[src/rtl/uart_intid_pkg.sv]
package uart_intid_pkg;

    localparam int STAT_W = 8;
    localparam int ID_W   = 4;
    localparam int NSRC   = 5;

    localparam logic [ID_W-1:0] ID_LINE  = 4'b0110;
    localparam logic [ID_W-1:0] ID_RXRDY = 4'b0100;
    localparam logic [ID_W-1:0] ID_TMO   = 4'b1100;
    localparam logic [ID_W-1:0] ID_TXE   = 4'b0010;
    localparam logic [ID_W-1:0] ID_MODEM = 4'b0000;
    localparam logic [ID_W-1:0] ID_IDLE  = 4'b0001;

    // index order is urgency order: lower index wins
    typedef enum logic [2:0] {
        SRC_LINE  = 3'd0,
        SRC_RXRDY = 3'd1,
        SRC_TMO   = 3'd2,
        SRC_TXE   = 3'd3,
        SRC_MODEM = 3'd4,
        SRC_NONE  = 3'd5
    } src_e;

    function automatic logic [ID_W-1:0] src_code(input src_e s);
        case (s)
            SRC_LINE:  return ID_LINE;
            SRC_RXRDY: return ID_RXRDY;
            SRC_TMO:   return ID_TMO;
            SRC_TXE:   return ID_TXE;
            SRC_MODEM: return ID_MODEM;
            default:   return ID_IDLE;
        endcase
    endfunction

    typedef struct packed {
        logic [STAT_W-1:0] stat;
        logic              irq;
    } out_st_t;

endpackage

[src/rtl/intid_sticky.sv]
module intid_sticky #(
    parameter int N = 3
) (
    input  logic         clk_i,
    input  logic         rst_ni,
    input  logic [N-1:0] set_i,
    input  logic [N-1:0] clr_i,
    output logic [N-1:0] flag_d_o,
    output logic [N-1:0] flag_q_o
);

    logic [N-1:0] flag_d, flag_q;

    always_comb begin
        for (int i = 0; i < N; i++) begin
            flag_d[i] = set_i[i] | (flag_q[i] & ~clr_i[i]);
        end
    end

    always_ff @(posedge clk_i or negedge rst_ni) begin
        if (!rst_ni) flag_q <= '0;
        else         flag_q <= flag_d;
    end

    assign flag_d_o = flag_d;
    assign flag_q_o = flag_q;

endmodule

[src/rtl/intid_txe_arm.sv]
module intid_txe_arm (
    input  logic clk_i,
    input  logic rst_ni,
    input  logic empty_i,
    input  logic en_i,
    input  logic shown_rd_i,
    input  logic hold_wr_i,
    output logic pend_d_o
);

    typedef struct packed {
        logic empty_prev;
        logic en_prev;
        logic pend;
    } txe_st_t;

    txe_st_t st_d, st_q;
    logic    arm, clr;

    always_comb begin
        arm             = (empty_i & ~st_q.empty_prev) | (en_i & ~st_q.en_prev & empty_i);
        clr             = hold_wr_i | shown_rd_i;
        st_d.empty_prev = empty_i;
        st_d.en_prev    = en_i;
        st_d.pend       = arm | (st_q.pend & ~clr);
    end

    always_ff @(posedge clk_i or negedge rst_ni) begin
        if (!rst_ni) st_q <= '0;
        else         st_q <= st_d;
    end

    assign pend_d_o = st_d.pend;

endmodule

[src/rtl/intid_prio_enc.sv]
module intid_prio_enc
    import uart_intid_pkg::*;
(
    input  logic [NSRC-1:0] req_i,
    output src_e            src_o,
    output logic [ID_W-1:0] code_o,
    output logic            any_o
);

    always_comb begin
        src_o = SRC_NONE;
        for (int i = NSRC - 1; i >= 0; i--) begin
            if (req_i[i]) src_o = src_e'(i);
        end
        code_o = src_code(src_o);
        any_o  = |req_i;
    end

endmodule

[src/rtl/uart_intid.sv]
module uart_intid
    import uart_intid_pkg::*;
#(
    parameter int EN_W = 4
) (
    input  logic              clk_i,
    input  logic              rst_ni,
    input  logic              line_err_set_i,
    input  logic              rx_avail_i,
    input  logic              rx_tmo_set_i,
    input  logic              tx_hold_empty_i,
    input  logic              modem_chg_set_i,
    input  logic [EN_W-1:0]   int_en_i,
    input  logic              fifo_en_i,
    input  logic              int_id_rd_i,
    input  logic              line_stat_rd_i,
    input  logic              modem_stat_rd_i,
    input  logic              rx_data_rd_i,
    input  logic              tx_hold_wr_i,
    output logic [STAT_W-1:0] int_id_o,
    output logic              irq_o
);

    localparam int NSTICKY = 3;
    localparam int K_LINE  = 0;
    localparam int K_MODEM = 1;
    localparam int K_TMO   = 2;

    out_st_t st_d, st_q;

    logic [NSTICKY-1:0] sticky_set, sticky_clr, sticky_d, sticky_q;
    logic               txe_pend_d, txe_shown_rd;
    logic [NSRC-1:0]    req;
    src_e               top_src;
    logic [ID_W-1:0]    top_code;
    logic               any_req;

    // stored events: line error, modem change, receive timeout
    assign sticky_set[K_LINE]  = line_err_set_i;
    assign sticky_clr[K_LINE]  = line_stat_rd_i;
    assign sticky_set[K_MODEM] = modem_chg_set_i;
    assign sticky_clr[K_MODEM] = modem_stat_rd_i;
    assign sticky_set[K_TMO]   = rx_tmo_set_i;
    assign sticky_clr[K_TMO]   = rx_data_rd_i;

    intid_sticky #(.N(NSTICKY)) u_sticky (
        .clk_i    (clk_i),
        .rst_ni   (rst_ni),
        .set_i    (sticky_set),
        .clr_i    (sticky_clr),
        .flag_d_o (sticky_d),
        .flag_q_o (sticky_q)
    );

    // host sees transmit-empty in the status byte it reads
    assign txe_shown_rd = int_id_rd_i & ~st_q.stat[0] & (st_q.stat[ID_W-1:0] == ID_TXE);

    intid_txe_arm u_txe (
        .clk_i      (clk_i),
        .rst_ni     (rst_ni),
        .empty_i    (tx_hold_empty_i),
        .en_i       (int_en_i[1]),
        .shown_rd_i (txe_shown_rd),
        .hold_wr_i  (tx_hold_wr_i),
        .pend_d_o   (txe_pend_d)
    );

    always_comb begin
        req            = '0;
        req[SRC_LINE]  = sticky_d[K_LINE] & int_en_i[2];
        req[SRC_RXRDY] = rx_avail_i & int_en_i[0];
        req[SRC_TMO]   = sticky_d[K_TMO] & int_en_i[0] & fifo_en_i;
        req[SRC_TXE]   = txe_pend_d & int_en_i[1];
        req[SRC_MODEM] = sticky_d[K_MODEM] & int_en_i[3];
    end

    intid_prio_enc u_enc (
        .req_i  (req),
        .src_o  (top_src),
        .code_o (top_code),
        .any_o  (any_req)
    );

    always_comb begin
        st_d      = st_q;
        st_d.stat = {{2{fifo_en_i}}, 2'b00, top_code[ID_W-1:1], ~any_req};
        st_d.irq  = (top_src != SRC_NONE);
    end

    always_ff @(posedge clk_i or negedge rst_ni) begin
        if (!rst_ni) begin
            st_q.stat <= {{(STAT_W-1){1'b0}}, 1'b1};
            st_q.irq  <= 1'b0;
        end else begin
            st_q <= st_d;
        end
    end

    assign int_id_o = st_q.stat;
    assign irq_o    = st_q.irq;

    logic unused_ok;
    assign unused_ok = ^{sticky_q, top_code[0]};

endmodule

[config.mk]
export PLATFORM = sky130hd
export DESIGN_NAME = uart_intid
export DESIGN_NICKNAME = d
export VERILOG_FILES = /design/src/rtl/uart_intid_pkg.sv /design/src/rtl/intid_sticky.sv /design/src/rtl/intid_txe_arm.sv /design/src/rtl/intid_prio_enc.sv /design/src/rtl/uart_intid.sv
export SDC_FILE = /design/constraint.sdc
export NUM_CORES = 1
export LEC_CHECK = 0
export BUFFER_PORTS_ARGS = -buffer_cell sky130_fd_sc_hd__buf_2
export CAP_MARGIN = 20
export CORE_MARGIN = 2
export CORE_UTILIZATION = 35
export CTS_BUF_LIST = sky130_fd_sc_hd__clkbuf_16
export DETAILED_ROUTE_END_ITERATION = 7
export PLACE_DENSITY = 0.75
export SKIP_CTS_REPAIR_TIMING = 1
export SLEW_MARGIN = 5
export SYNTH_ARGS = -nofsm -noshare
export SYNTH_HDL_FRONTEND = slang
export SYNTH_SLANG_ARGS = --single-unit
[constraint.sdc]
create_clock -name clk_i -period 2.3 [get_ports clk_i]
set_input_delay 0.345 -clock clk_i [delete_from_list [all_inputs] [get_ports clk_i]]
set_output_delay 0.345 -clock clk_i [all_outputs]
set_load 0.05 [all_outputs]
# Yosys cells after proc, flatten, opt, wreduce, memory -nomap -nowiden
# Index checks and enable logic that the tools add are counted.
[classes]
eq_ne = 6
n_mux = 6
n_bitwise = 29
reduce_logical = 2
[ops]
columns = ["cell", "n"]
rows = [
  ["$pmux W4 S5", 1],
  ["$and A1 B1 Y1", 15],
  ["$mux W3", 4],
  ["$not A1 Y1", 8],
  ["$eq A3 B2 Y1 const B", 2],
  ["$or A1 B1 Y1", 6],
  ["$reduce_or A5 Y1", 1],
  ["$eq A4 B2 Y1 const B", 1],
  ["$eq A3 B1 Y1 const B", 1],
  ["$eq A3 B3 Y1 const B", 1],
  ["$logic_not A3 Y1", 1],
  ["$ne A3 B3 Y1 const B", 1],
  ["$mux W1", 1],
]
[totals]
regBits = 12
inputBits = 17

# Depth between registers and ports, before layout
# Gate-level depths: netlist of the first run.
[logic_depth]
depth_word = 14
mapped_depth = 4

# Hierarchy
# Synthesis of the first run repeated with hierarchy kept, for this count alone.
[hier_totals]
hier_cells = 47
area_unflattened_um2 = 521.8
[modules_own_cells]
columns = ["mod", "n_inst", "cells_per_inst", "area_per_inst_um2"]
rows = [
  ["uart_intid", 1, 19, 237.7],
  ["intid_sticky", 1, 9, 108.9],
  ["intid_txe_arm", 1, 7, 96.3],
  ["intid_prio_enc", 1, 12, 78.8],
]

# Least setup slack after synthesis of the first run
# No wires, ideal clock.
[synth_path]
kind = "reg2reg"
from = "register st_q (netlist bit int_id_o[1])"
to = "register st_q (netlist bit int_id_o[0])"
setup_ns = 0.062
arrival_ns = 1.259
setup_slack_ns = 0.979
stages_incl_launch_ff = 5
n_path_buf = 0
path_cell_list = "dfrtp_1 > nor4b_2 > a21oi_1 > o21ai_2 > and3_1"
[synth_lines]
columns = ["item", "line_no", "rtl"]
rows = [
  ["from (decl)", "uart_intid.sv:29", "out_st_t st_d, st_q;"],
  ["from (signal assigned)", "uart_intid.sv:95", "st_q <= st_d;"],
]

# Final worst setup path of the first run
[layout_path]
from = "register st_q (netlist bit int_id_o[0])"
to = "output int_id_o[0]"
[layout_lines]
columns = ["item", "line_no", "rtl"]
rows = [
  ["to (decl)", "uart_intid.sv:20", "output logic [STAT_W-1:0] int_id_o,"],
]
# No word-level cell between the ends.

==> summary.txt, run 1 <==
Cells and area
  • Fin nets: 86
  • Diodes inserted: 0
  • Share of cells above drive strength 1: 45.6%
  • # fillers: 125
  • Final instance area: 689 sq um
  • Register area: 302 sq um
  • Layout overhead on the synthesized area: 42.0%
  • Multi-input logic area: 150 sq um

Yosys
  • Most frequent cells after synthesis: 11 x dfrtp_1, 4 x inv_1
  • Synth area leaders: dfrtp_1 57%, dfstp_2 5.4%, buf_4 4.6%, nand2b_1 3.9%, a21oi_1 3.1%
  • Ys flop type: dfrtp_1
  • FFs w/ async S/R, synth: 100%
  • Mean Syn Cell Area: 11.6 sq um
  • Seq/Total Area, Yosys: 62.1%
  • Yosys reg bits: 12
  • Yosys synthesis warning count: 0
  • Post-synth EDFFs: 0
  • Top-count cell post-synth: dfrtp_1
  • Cell taking the most area after synthesis: dfrtp_1
  • Distinct cells, synth: 18
  • Synth Instances: 42
  • Synthesized area: 485 sq um
  • Synth top area share: 56.7%

Hold path
  • Hold path depth: 1
  • HP Class: in2reg

Routing
  • Routed via count: 363
  • DR pass1 iterations: 4
  • Avg Vias per Cell: 4.37
  • DR WL/cell: 10.6 um
  • # DRC: 0
  • Drt total wl: 877 um
  • DR iter-0 viols: 3
  • Final ANT Viol Nets: 0

Worst setup path
  • Setup crit end kind: primary output
  • Cell family with most CP delay: flip-flops
  • CP Class: reg2out
  • WP depth: 1
  • Reg2Reg Depth: 4
  • Crit-path cells: buf_2
  • CP arrival: 1.02 ns
  • Critical path buffer and inverter count: 1
  • Crit start category: flip-flop
  • Critical Path Fanout Max: 2
  • Crit-path max cell delay: 0.53 ns
  • Crit-path slowest cell: dfstp_2
  • CP Data Required Time: 1.96 ns

Placement
  • Area post-placement: 601 sq um
  • GPL Wtd Cong: 0.737
  • Post-placement setup slack: 1.14 ns
  • IO Port Bufs: 23

Global routing
  • Initial antenna violation count: 0
  • First-pass GRT wire length: 1340 um
  • Largest net degree at the start of global routing: 13
  • Gr ovfl total: 0
  • Vias in the first global route: 343
  • Gr usage total: 12.7%

Timing
  • Final setup viols: 0
  • Final period utilization: 59.3%
  • Pins Over Slew Limit: 0
  • Final setup margin: 0.936 ns
  • RSZ-0062 raised after global routing: no
  • Final min period: 1.36 ns
  • Setup_tns: 0 ns
  • Fmax: 0.733 GHz
  • Final hold vios: 0
  • WHS: 0.242 ns
  • Setup Skew: 0.00492 ns

Die
  • Starting Density: 37.3%
  • Placeable core area: 1300 sq um
  • IO Count: 26
  • Die height: 41.2 um
  • Row cnt: 13
  • Die ar.: 1700 sq um
  • Die W: 41.2 um

Run
  • Maxcap violations: 0

CTS
  • Root buffer cell: clkbuf_16
  • Later-pin clock latency in the skew report: 0.24 ns
  • TritonCTS buffer count: 3
  • H-tree levels: 1
  • Sink Count: 12
  • CTS tree: done
  • Worst-path clk slew: 0.04 ns
  • CTS max path bufs: 2

Power
  • Power consumption: 0.000642 W
  • Switch Pwr: 0.000155 W
  • Pwr Density: 931 nW/um^2
  • Internal power: 0.000487 W
  • Combinational power share: 14.9%
  • Reg power frac: 36.5%
  • Peak VDD IR: 0.508 mV
  • Net Sw Frac: 24.1%
  • LEAKAGE: 0.361 nW
  • Clock group share of total power: 48.6%

Status
  • Status: finished, final reports clean
logic make-up (layout without fill, tap and decap cells):
kind of cell           count (synthesis)  after routing  synth area share, %
and+or+nand+nor                       11             11                 14.9
other                                  1              2                0.772
buffers and inverters                  7             32                 7.73
DFF                                   12             12                 62.1
AOI/OAI and AO/OA                     11             11                 14.4
area by class of cell:
type | count | area share [%]
flip-flops and latches | 12 | 43.7
multi-input cells | 24 | 21.8
repair buffers | 24 | 18.1
clock buffers | 3 | 10.9
well taps | 15 | 2.72
inverters | 4 | 2.18
clock inverters | 1 | 0.544
power by group through the flow:
stage          Sequential (W)  Combinational, W  Clock [W]
2_1_floorplan        0.000267         0.0000368          0
3_3_place_gp         0.000237         0.0000936          0
3_5_place_dp         0.000238         0.0000948          0
4_1_cts              0.000234         0.0000954   0.000317
5_1_grt              0.000236          0.000105   0.000328
6_report             0.000234         0.0000955   0.000312
cells in the final DEF (no fill, tap or decap), drive strengths merged:
| cell | instances |
|---|---|
| a21boi | 1 |
| a21o | 3 |
| a21oi | 3 |
| and3 | 1 |
| and4bb | 1 |
| buf | 23 |
| clkbuf | 3 |
| clkinv | 1 |
| conb | 2 |
| dfrtp | 11 |
| dfstp | 1 |
| dlygate4sd3 | 1 |
| inv | 4 |
| nand2 | 3 |
| nand2b | 3 |
| nand3 | 1 |
| nor2 | 1 |
| nor4b | 1 |
| o21ai | 4 |
state kept, by name, indices dropped and copies added (netlist names):
name               cells
int_id_o               5
irq_o                  1
u_sticky.flag_q_o      3
u_txe.st_q             3
metrics by stage:
stage                     util (%)  instances
final                         53.0         83
after global routing          53.0         83
after CTS                     52.2         82
after detailed placement      46.2         78
after global placement        46.2         78
after floorplan                  -         43
path summary, 6_finish.rpt:
| check | startpoint | end | slack, ns |
|---|---|---|---|
| hold / removal | fifo_en_i | int_id_o[6] | 0.24 |
| setup / recovery | int_id_o[0] | int_id_o[0] | 0.94 |
| setup reg to reg | int_id_o[0] | int_id_o[1] | 1.15 |
| min in group asynchronous | rst_ni | u_sticky.flag_q_o[2] | 0.52 |
| max in group asynchronous | rst_ni | int_id_o[0] | 1.51 |
| hold reg to reg | u_sticky.flag_q_o[1] | u_sticky.flag_q_o[1] | 0.48 |
routing by layer:
metal  routed length (um)  GRT usage [%]  vias up
li1                     -              -      187
met2                  421           21.1       16
met4                    0           9.68        0
met5                    0              0        -
met3                   75           1.63        0
met1                  381           14.7      160
No activity file was read; power rests on OpenSTA's default activity.
==> inputs of run 2 (changes only) <==
ABC_AREA = 1   (was default)
PLACE_DENSITY = 0.73   (was 0.75)
clock period = 1.3 ns   (was 2.3 ns; I/O delays follow)
==> run 2 against run 1 <==
  * Clock skew is 0.0013 ns lower
  * First-iteration DRC count increased by 33%
  * Non-clock buffer count stayed put
  * Critical path depth is 10 higher
  * Power is 83% higher
  * Combinational power is 120% higher
  * Largest cell class unchanged
  * Largest power group unchanged
==> summary.txt, run 2 <==
Die
  • Die ar.: 1920 sq um (was 1700 sq um)
  • IO Count: 26 (unchanged)
  • Die height: 43.8 um (was 41.2 um)
  • Placeable core area: 1490 sq um (was 1300 sq um)
  • Die W: 43.8 um (was 41.2 um)
  • Starting Density: 37.2% (was 37.3%)
  • Row cnt: 14 (was 13)

Timing
  • Final setup viols: 0 (unchanged)
  • RSZ-0062 raised after global routing: yes (was no)
  • Fmax: 0.807 GHz
  • Final min period: 1.24 ns
  • Final hold vios: 0 (unchanged)
  • Pins Over Slew Limit: 0 (unchanged)
  • Final setup margin: 0.0606 ns (was 0.936 ns)
  • Setup Skew: 0.00363 ns (was 0.00492 ns)
  • Final period utilization: 95.3%

Cells and area
  • Multi-input logic area: 194 sq um (was 150 sq um)
  • Layout overhead on the synthesized area: 38.6% (was 42.0%)
  • Commonest non-fill, non-tap cell in the layout: buf_2 (unchanged)
  • Most frequent cells in the layout: 23 x buf_2, 11 x inv_1, 10 x nand2_1 (was 23 x buf_2, 11 x dfrtp_1, 4 x inv_1)
  • Share of cells above drive strength 1: 50.0% (was 45.6%)
  • # fillers: 142 (was 125)
  • Diodes inserted: 0 (unchanged)
  • Max reg flops: 5 (unchanged)
  • Post-layout utilization of the core: 51.6% (was 53.0%)
  • Final instance area: 768 sq um (was 689 sq um)
  • Register area: 305 sq um (was 302 sq um)
  • Post-Layout Cell Count: 100 (was 83)
  • Fin nets: 102 (was 86)

Global routing
  • Vias in the first global route: 422 (was 343)
  • First-pass GRT wire length: 1630 um (was 1340 um)
  • Gr ovfl total: 0 (unchanged)
  • Gr usage total: 11.9% (was 12.7%)
  • Largest net degree at the start of global routing: 13 (unchanged)
  • Initial antenna violation count: 0 (unchanged)

Yosys
  • Mean Syn Cell Area: 9.56 sq um (was 11.6 sq um)
  • Synthesized area: 554 sq um (was 485 sq um)
  • Ys flop type: dfrtp_1 (unchanged)
  • Synth Instances: 58 (was 42)
  • Post-synth EDFFs: 0 (unchanged)
  • Cell taking the most area after synthesis: dfrtp_1 (unchanged)
  • Distinct cells, synth: 19 (was 18)
  • Yosys reg bits: 12 (unchanged)
  • Yosys synthesis warning count: 0 (unchanged)
  • Most frequent cells after synthesis: 11 x dfrtp_1, 11 x inv_1, 10 x nand2_1 (was 11 x dfrtp_1, 4 x inv_1)
  • Synth area leaders: dfrtp_1 50%, inv_1 7.4%, nand2_1 6.8%, nand2_2 6.8%, dfstp_2 4.7% (was dfrtp_1 57%, dfstp_2 5.4%, buf_4 4.6%, nand2b_1 3.9%, a21oi_1 3.1%)
  • Seq/Total Area, Yosys: 54.4% (was 62.1%)
  • FFs w/ async S/R, synth: 100% (unchanged)
  • Synth top area share: 49.7% (was 56.7%)

Run
  • Maxcap violations: 0 (unchanged)

Routing
  • DR pass1 iterations: 2 (was 4)
  • # DRC: 0 (unchanged)
  • Final ANT Viol Nets: 0 (unchanged)
  • Avg Vias per Cell: 4.15 (was 4.37)
  • DR iter-0 viols: 4 (was 3)
  • DR WL/cell: 9.98 um (was 10.6 um)
  • Drt total wl: 998 um (was 877 um)
  • Routed via count: 415 (was 363)

CTS
  • Later-pin clock latency in the skew report: 0.23 ns (was 0.24 ns)
  • Root buffer cell: clkbuf_16 (unchanged)
  • TritonCTS buffer count: 3 (unchanged)
  • Sink Count: 12 (unchanged)
  • Worst-path clk slew: 0.04 ns (about the same)
  • H-tree levels: 1 (unchanged)
  • CTS max path bufs: 2 (unchanged)
  • CTS tree: done (unchanged)

Worst setup path
  • Crit start category: flip-flop (unchanged)
  • CP Data Required Time: 1.42 ns (was 1.96 ns)
  • Reg-to-reg startpoint: int_id_o[0] (unchanged)
  • R2R Setup Slk: 0.06 ns (was 1.15 ns)
  • Setup crit end kind: flip-flop (was primary output)
  • CP arrival: 1.36 ns (was 1.02 ns)
  • RR Endpoint: int_id_o[2] (was int_id_o[1])
  • Reg2Reg Depth: 11 (was 4)
  • Crit-path max cell delay: 0.52 ns (was 0.53 ns)
  • Crit-path slowest cell: dfstp_2 (unchanged)
  • CP Class: reg2reg (was reg2out)
  • Critical Path Fanout Max: 4 (was 2)
  • Crit-path cells: nor2_1 > nand3_1 > nand2_2 > nand2_2 > nand2_4 > nand2_2 > nand2_2 > nand2_1 > nand2_1 > nand2_1 > nand2_1 (was buf_2)

Hold path
  • Hold_sp: tx_hold_empty_i (was fifo_en_i)
  • Hold endpoint: u_txe.st_q[2] (was int_id_o[6])
  • Hold path depth: 1 (unchanged)
  • HP Class: in2reg (unchanged)

Status
  • Status: finished, final reports clean (unchanged)

Power
  • Power consumption: 0.00118 W (was 0.000642 W)
  • LEAKAGE: 0.429 nW (was 0.361 nW)
  • Pwr Density: 1530 nW/um^2 (was 931 nW/um^2)
  • Peak VDD IR: 0.581 mV (was 0.508 mV)

Placement
  • Final HPWL DP: 815 um
  • Area post-placement: 674 sq um (was 601 sq um)
  • Placed Cells: 95 (was 78)
  • GPL Wtd Cong: 0.652 (was 0.737)
  • Post-placement setup slack: 0.0544 ns (was 1.14 ns)
  • IO Port Bufs: 23 (unchanged)
run 2: changes by cell type in the layout (fill, tap and decap cells not counted), sizes merged, moves of 2 or more:
cell / delta
nand2b: -3
inv: +7
nand3: +2
nor2: +3
nand2: +13
a21oi: -3
a21o: -3
run 2: layout make-up:
type / instances / area share [%]
clock buffers: 3 / 9.77
clock inverters: 1 / 0.489
inverters: 12 / 5.86
multi-input cells: 32 / 25.2
flip-flops and latches: 12 / 39.7
well taps: 16 / 2.61
repair buffers: 24 / 16.3
run 2: report_power, final:
| group | leakage [nW] | internal (W) | switching (W) | total (W) |
|---|---|---|---|---|
| logic | 0.257 | 0.0000626 | 0.000148 | 0.000210 |
| clock network | 0.0385 | 0.000404 | 0.000146 | 0.000549 |
| registers | 0.133 | 0.000407 | 0.0000110 | 0.000418 |
run 2: routing by layer:
metal / global-route usage, % / up-vias / part of all wire [%]
met4: 8.48 / 0 / 2.1
met3: 2.92 / 2 / 7.0
met2: 21.8 / 15 / 55
li1: - / 218 / -
met1: 11.3 / 180 / 36
met5: 0 / - / 0
run 2: worst max path at each step:
stage / startpoint / endpoint / slack [ns] / cells after the start
2_1_floorplan: int_id_o[0] / int_id_o[2] / -0.06 / 11
3_3_place_gp: int_id_o[0] / int_id_o[2] / 0.09 / 11
3_5_place_dp: int_id_o[0] / int_id_o[2] / 0.05 / 11
4_1_cts: int_id_o[0] / int_id_o[2] / 0.04 / 11
5_1_grt: int_id_o[0] / int_id_o[2] / -0.05 / 11
6_report: int_id_o[0] / int_id_o[2] / 0.06 / 11
run 2: cells by family (layout without fill, tap and decap cells):
family / after synthesis / after routing / share of synthesized area [%]
compound gates: 5 / 5 / 8.80
other cells: 1 / 2 / 0.677
buf+inv: 15 / 40 / 12.2
simple gates: 25 / 25 / 23.9
flops: 12 / 12 / 54.4
run 2: worst max-delay path, delay by kind of cell, from the launching register on:
kind | cells | cell delay, ns
simple gates | 11 | 0.60
flops | 1 | 0.52
run 2: metrics by stage:
| stage | TNS (ns) | hold WS, ns |
|---|---|---|
| 3_3_place_gp | 0 | 0.0773 |
| 6_report | 0 | 0.0831 |
| 5_1_grt | -0.0483 | 0.0814 |
| 2_1_floorplan | -0.0605 | -0.101 |
| 4_1_cts | 0 | -0.166 |
| 3_5_place_dp | 0 | 0.0814 |
==> inputs of run 3 (changes only) <==
CORE_ASPECT_RATIO = 0.7   (was default)
CORE_UTILIZATION = 25   (was 35)
CTS_CLUSTER_SIZE = 14   (was default)
PLACE_DENSITY = 0.58   (was 0.73)
==> run 3 against run 2 <==
  * Via count increased by 3.1%
  * Design area grew 3.6%
  * Clock skew fell by 0.0013 ns
  * Die area up 36%
  * Sequential power about the same
  * Critical path type is now reg2out
  * Flip-flop and latch count unchanged
  * Combinational power about the same
  * Critical endpoint is now int_id_o[0]
  * Worst setup slack gained 0.017 ns
  * Largest power group unchanged
  * Wire length up 5.2%
==> summary.txt, run 3 (synthesis gave the netlist of run 2 again) <==
Status
  • Status: finished, final reports clean (unchanged)

Timing
  • WHS: 0.0806 ns (was 0.0831 ns)
  • Fmax: 0.818 GHz (was 0.807 GHz)
  • Pins Over Slew Limit: 0 (unchanged)
  • Final setup viols: 0 (unchanged)
  • Final hold vios: 0 (unchanged)
  • Final period utilization: 94.0% (was 95.3%)
  • Final setup margin: 0.0777 ns (was 0.0606 ns)
  • Final min period: 1.22 ns (was 1.24 ns)
  • RSZ-0062 raised after global routing: no (was yes)
  • Setup Skew: 0.00231 ns (was 0.00363 ns)

Die
  • IO Count: 26 (unchanged)
  • Die ar.: 2620 sq um (was 1920 sq um)
  • Placeable core area: 2120 sq um (was 1490 sq um)
  • Die W: 60.3 um (was 43.8 um)
  • Die height: 43.4 um (was 43.8 um)
  • Row cnt: 14 (unchanged)
  • Starting Density: 26.2% (was 37.2%)

Placement
  • Final HPWL DP: 769 um (was 815 um)
  • IO Port Bufs: 23 (unchanged)
  • GPL Wtd Cong: 0.787 (was 0.652)
  • Post-placement setup slack: 0.0746 ns (was 0.0544 ns)
  • Area post-placement: 694 sq um (was 674 sq um)

Power
  • Power consumption: 0.00120 W (was 0.00118 W)
  • LEAKAGE: 0.429 nW (about the same)
  • Peak VDD IR: 0.662 mV (was 0.581 mV)
  • Pwr Density: 1510 nW/um^2 (was 1530 nW/um^2)

Worst setup path
  • Crit-path slowest cell: dfstp_2 (unchanged)
  • Crit-path max cell delay: 0.53 ns (was 0.52 ns)
  • Reg-to-reg startpoint: int_id_o[0] (unchanged)
  • CP arrival: 1.03 ns (was 1.36 ns)
  • Crit-path cells: buf_2 (was nor2_1 > nand3_1 > nand2_2 > nand2_2 > nand2_4 > nand2_2 > nand2_2 > nand2_1 > nand2_1 > nand2_1 > nand2_1)
  • Critical Path Fanout Max: 2 (was 4)
  • CP Data Required Time: 1.11 ns (was 1.42 ns)
  • Cell family with most CP delay: flip-flops (was simple AND/OR/NAND/NOR gates)
  • CP Class: reg2out (was reg2reg)
  • Setup crit end kind: primary output (was flip-flop)
  • Crit start category: flip-flop (unchanged)
  • R2R Setup Slk: 0.09 ns (was 0.06 ns)
  • RR Endpoint: int_id_o[2] (unchanged)
  • Critical path buffer and inverter count: 1 (was 0)
  • Reg2Reg Depth: 11 (unchanged)

Cells and area
  • Max reg flops: 5 (unchanged)
  • Commonest non-fill, non-tap cell in the layout: buf_2 (unchanged)
  • Final instance area: 796 sq um (was 768 sq um)
  • Layout overhead on the synthesized area: 43.6% (was 38.6%)
  • Diodes inserted: 0 (unchanged)
  • Share of cells above drive strength 1: 52.4% (was 50.0%)
  • Fin nets: 102 (unchanged)
  • # fillers: 224 (was 142)
  • Most frequent cells in the layout: 23 x buf_2, 11 x inv_1, 10 x nand2_1 (unchanged)

Run
  • Maxcap violations: 0 (unchanged)

CTS
  • Sink Count: 12 (unchanged)
  • Later-pin clock latency in the skew report: 0.24 ns (was 0.23 ns)
  • H-tree levels: 1 (unchanged)
  • Worst-path clk slew: 0.04 ns (about the same)
  • Root buffer cell: clkbuf_16 (unchanged)
  • CTS tree: done (unchanged)
  • CTS max path bufs: 2 (unchanged)
  • TritonCTS buffer count: 3 (unchanged)

Routing
  • Avg Vias per Cell: 3.69 (was 4.15)
  • DR pass1 iterations: 2 (unchanged)
  • Final ANT Viol Nets: 0 (unchanged)
  • DR WL/cell: 9.05 um (was 9.98 um)
  • Routed via count: 428 (was 415)
  • DR iter-0 viols: 4 (unchanged)
  • # DRC: 0 (unchanged)
  • Drt total wl: 1050 um (was 998 um)

Global routing
  • Vias in the first global route: 416 (was 422)
  • Gr ovfl total: 0 (unchanged)
  • Gr usage total: 9.96% (was 11.9%)
  • First-pass GRT wire length: 1720 um (was 1630 um)
  • Initial antenna violation count: 0 (unchanged)
  • Largest net degree at the start of global routing: 13 (unchanged)

Hold path
  • Hold endpoint: u_txe.st_q[2] (unchanged)
  • Hold path depth: 1 (unchanged)
  • Hold_sp: tx_hold_empty_i (unchanged)
  • HP Class: in2reg (unchanged)
==> run 3: through the flow <==
step / std cells / setup TNS, ns / utilization [%]
6_report: 116 / 0 / 37.5
3_3_place_gp: 111 / 0 / 32.8
3_5_place_dp: 111 / 0 / 32.8
2_1_floorplan: 59 / -0.0605 / -
4_1_cts: 115 / 0 / 36.5
5_1_grt: 116 / 0 / 37.5
==> run 3: layer usage <==
layer	vias to the layer above	share of wire (%)	global-route usage [%]
li1	218	-	-
met1	187	41	10.2
met2	18	45	14.1
met3	5	9.2	5.67
met4	0	4.0	9.33
met5	-	0	0
==> run 3: worst max-delay path by stage <==
stage	from	endpoint	slack, ns	depth (start not counted)
2_1_floorplan	int_id_o[0]	int_id_o[2]	-0.06	11
3_3_place_gp	int_id_o[0]	int_id_o[2]	0.11	11
3_5_place_dp	int_id_o[0]	int_id_o[2]	0.07	11
4_1_cts	int_id_o[0]	int_id_o[2]	0.07	11
5_1_grt	int_id_o[0]	int_id_o[2]	0.006	11
6_report	int_id_o[0]	int_id_o[0]	0.08	1
==> run 3: layout make-up <==
type,instances,area (sq um),area share (%)
clock inverters,1,3.75,0.472
repair buffers,24,125,15.7
multi-input cells,32,201,25.3
well taps,32,40.0,5.03
inverters,12,45.0,5.66
clock buffers,3,75.1,9.43
flip-flops and latches,12,305,38.4
==> run 3: report_power, final <==
group	leakage [nW]	total, W	switching, W	internal (W)
logic	0.258	0.000213	0.000150	0.0000637
registers	0.133	0.000417	0.0000108	0.000407
clock network	0.0385	0.000569	0.000163	0.000405
total	0.429	0.00120	0.000324	0.000876
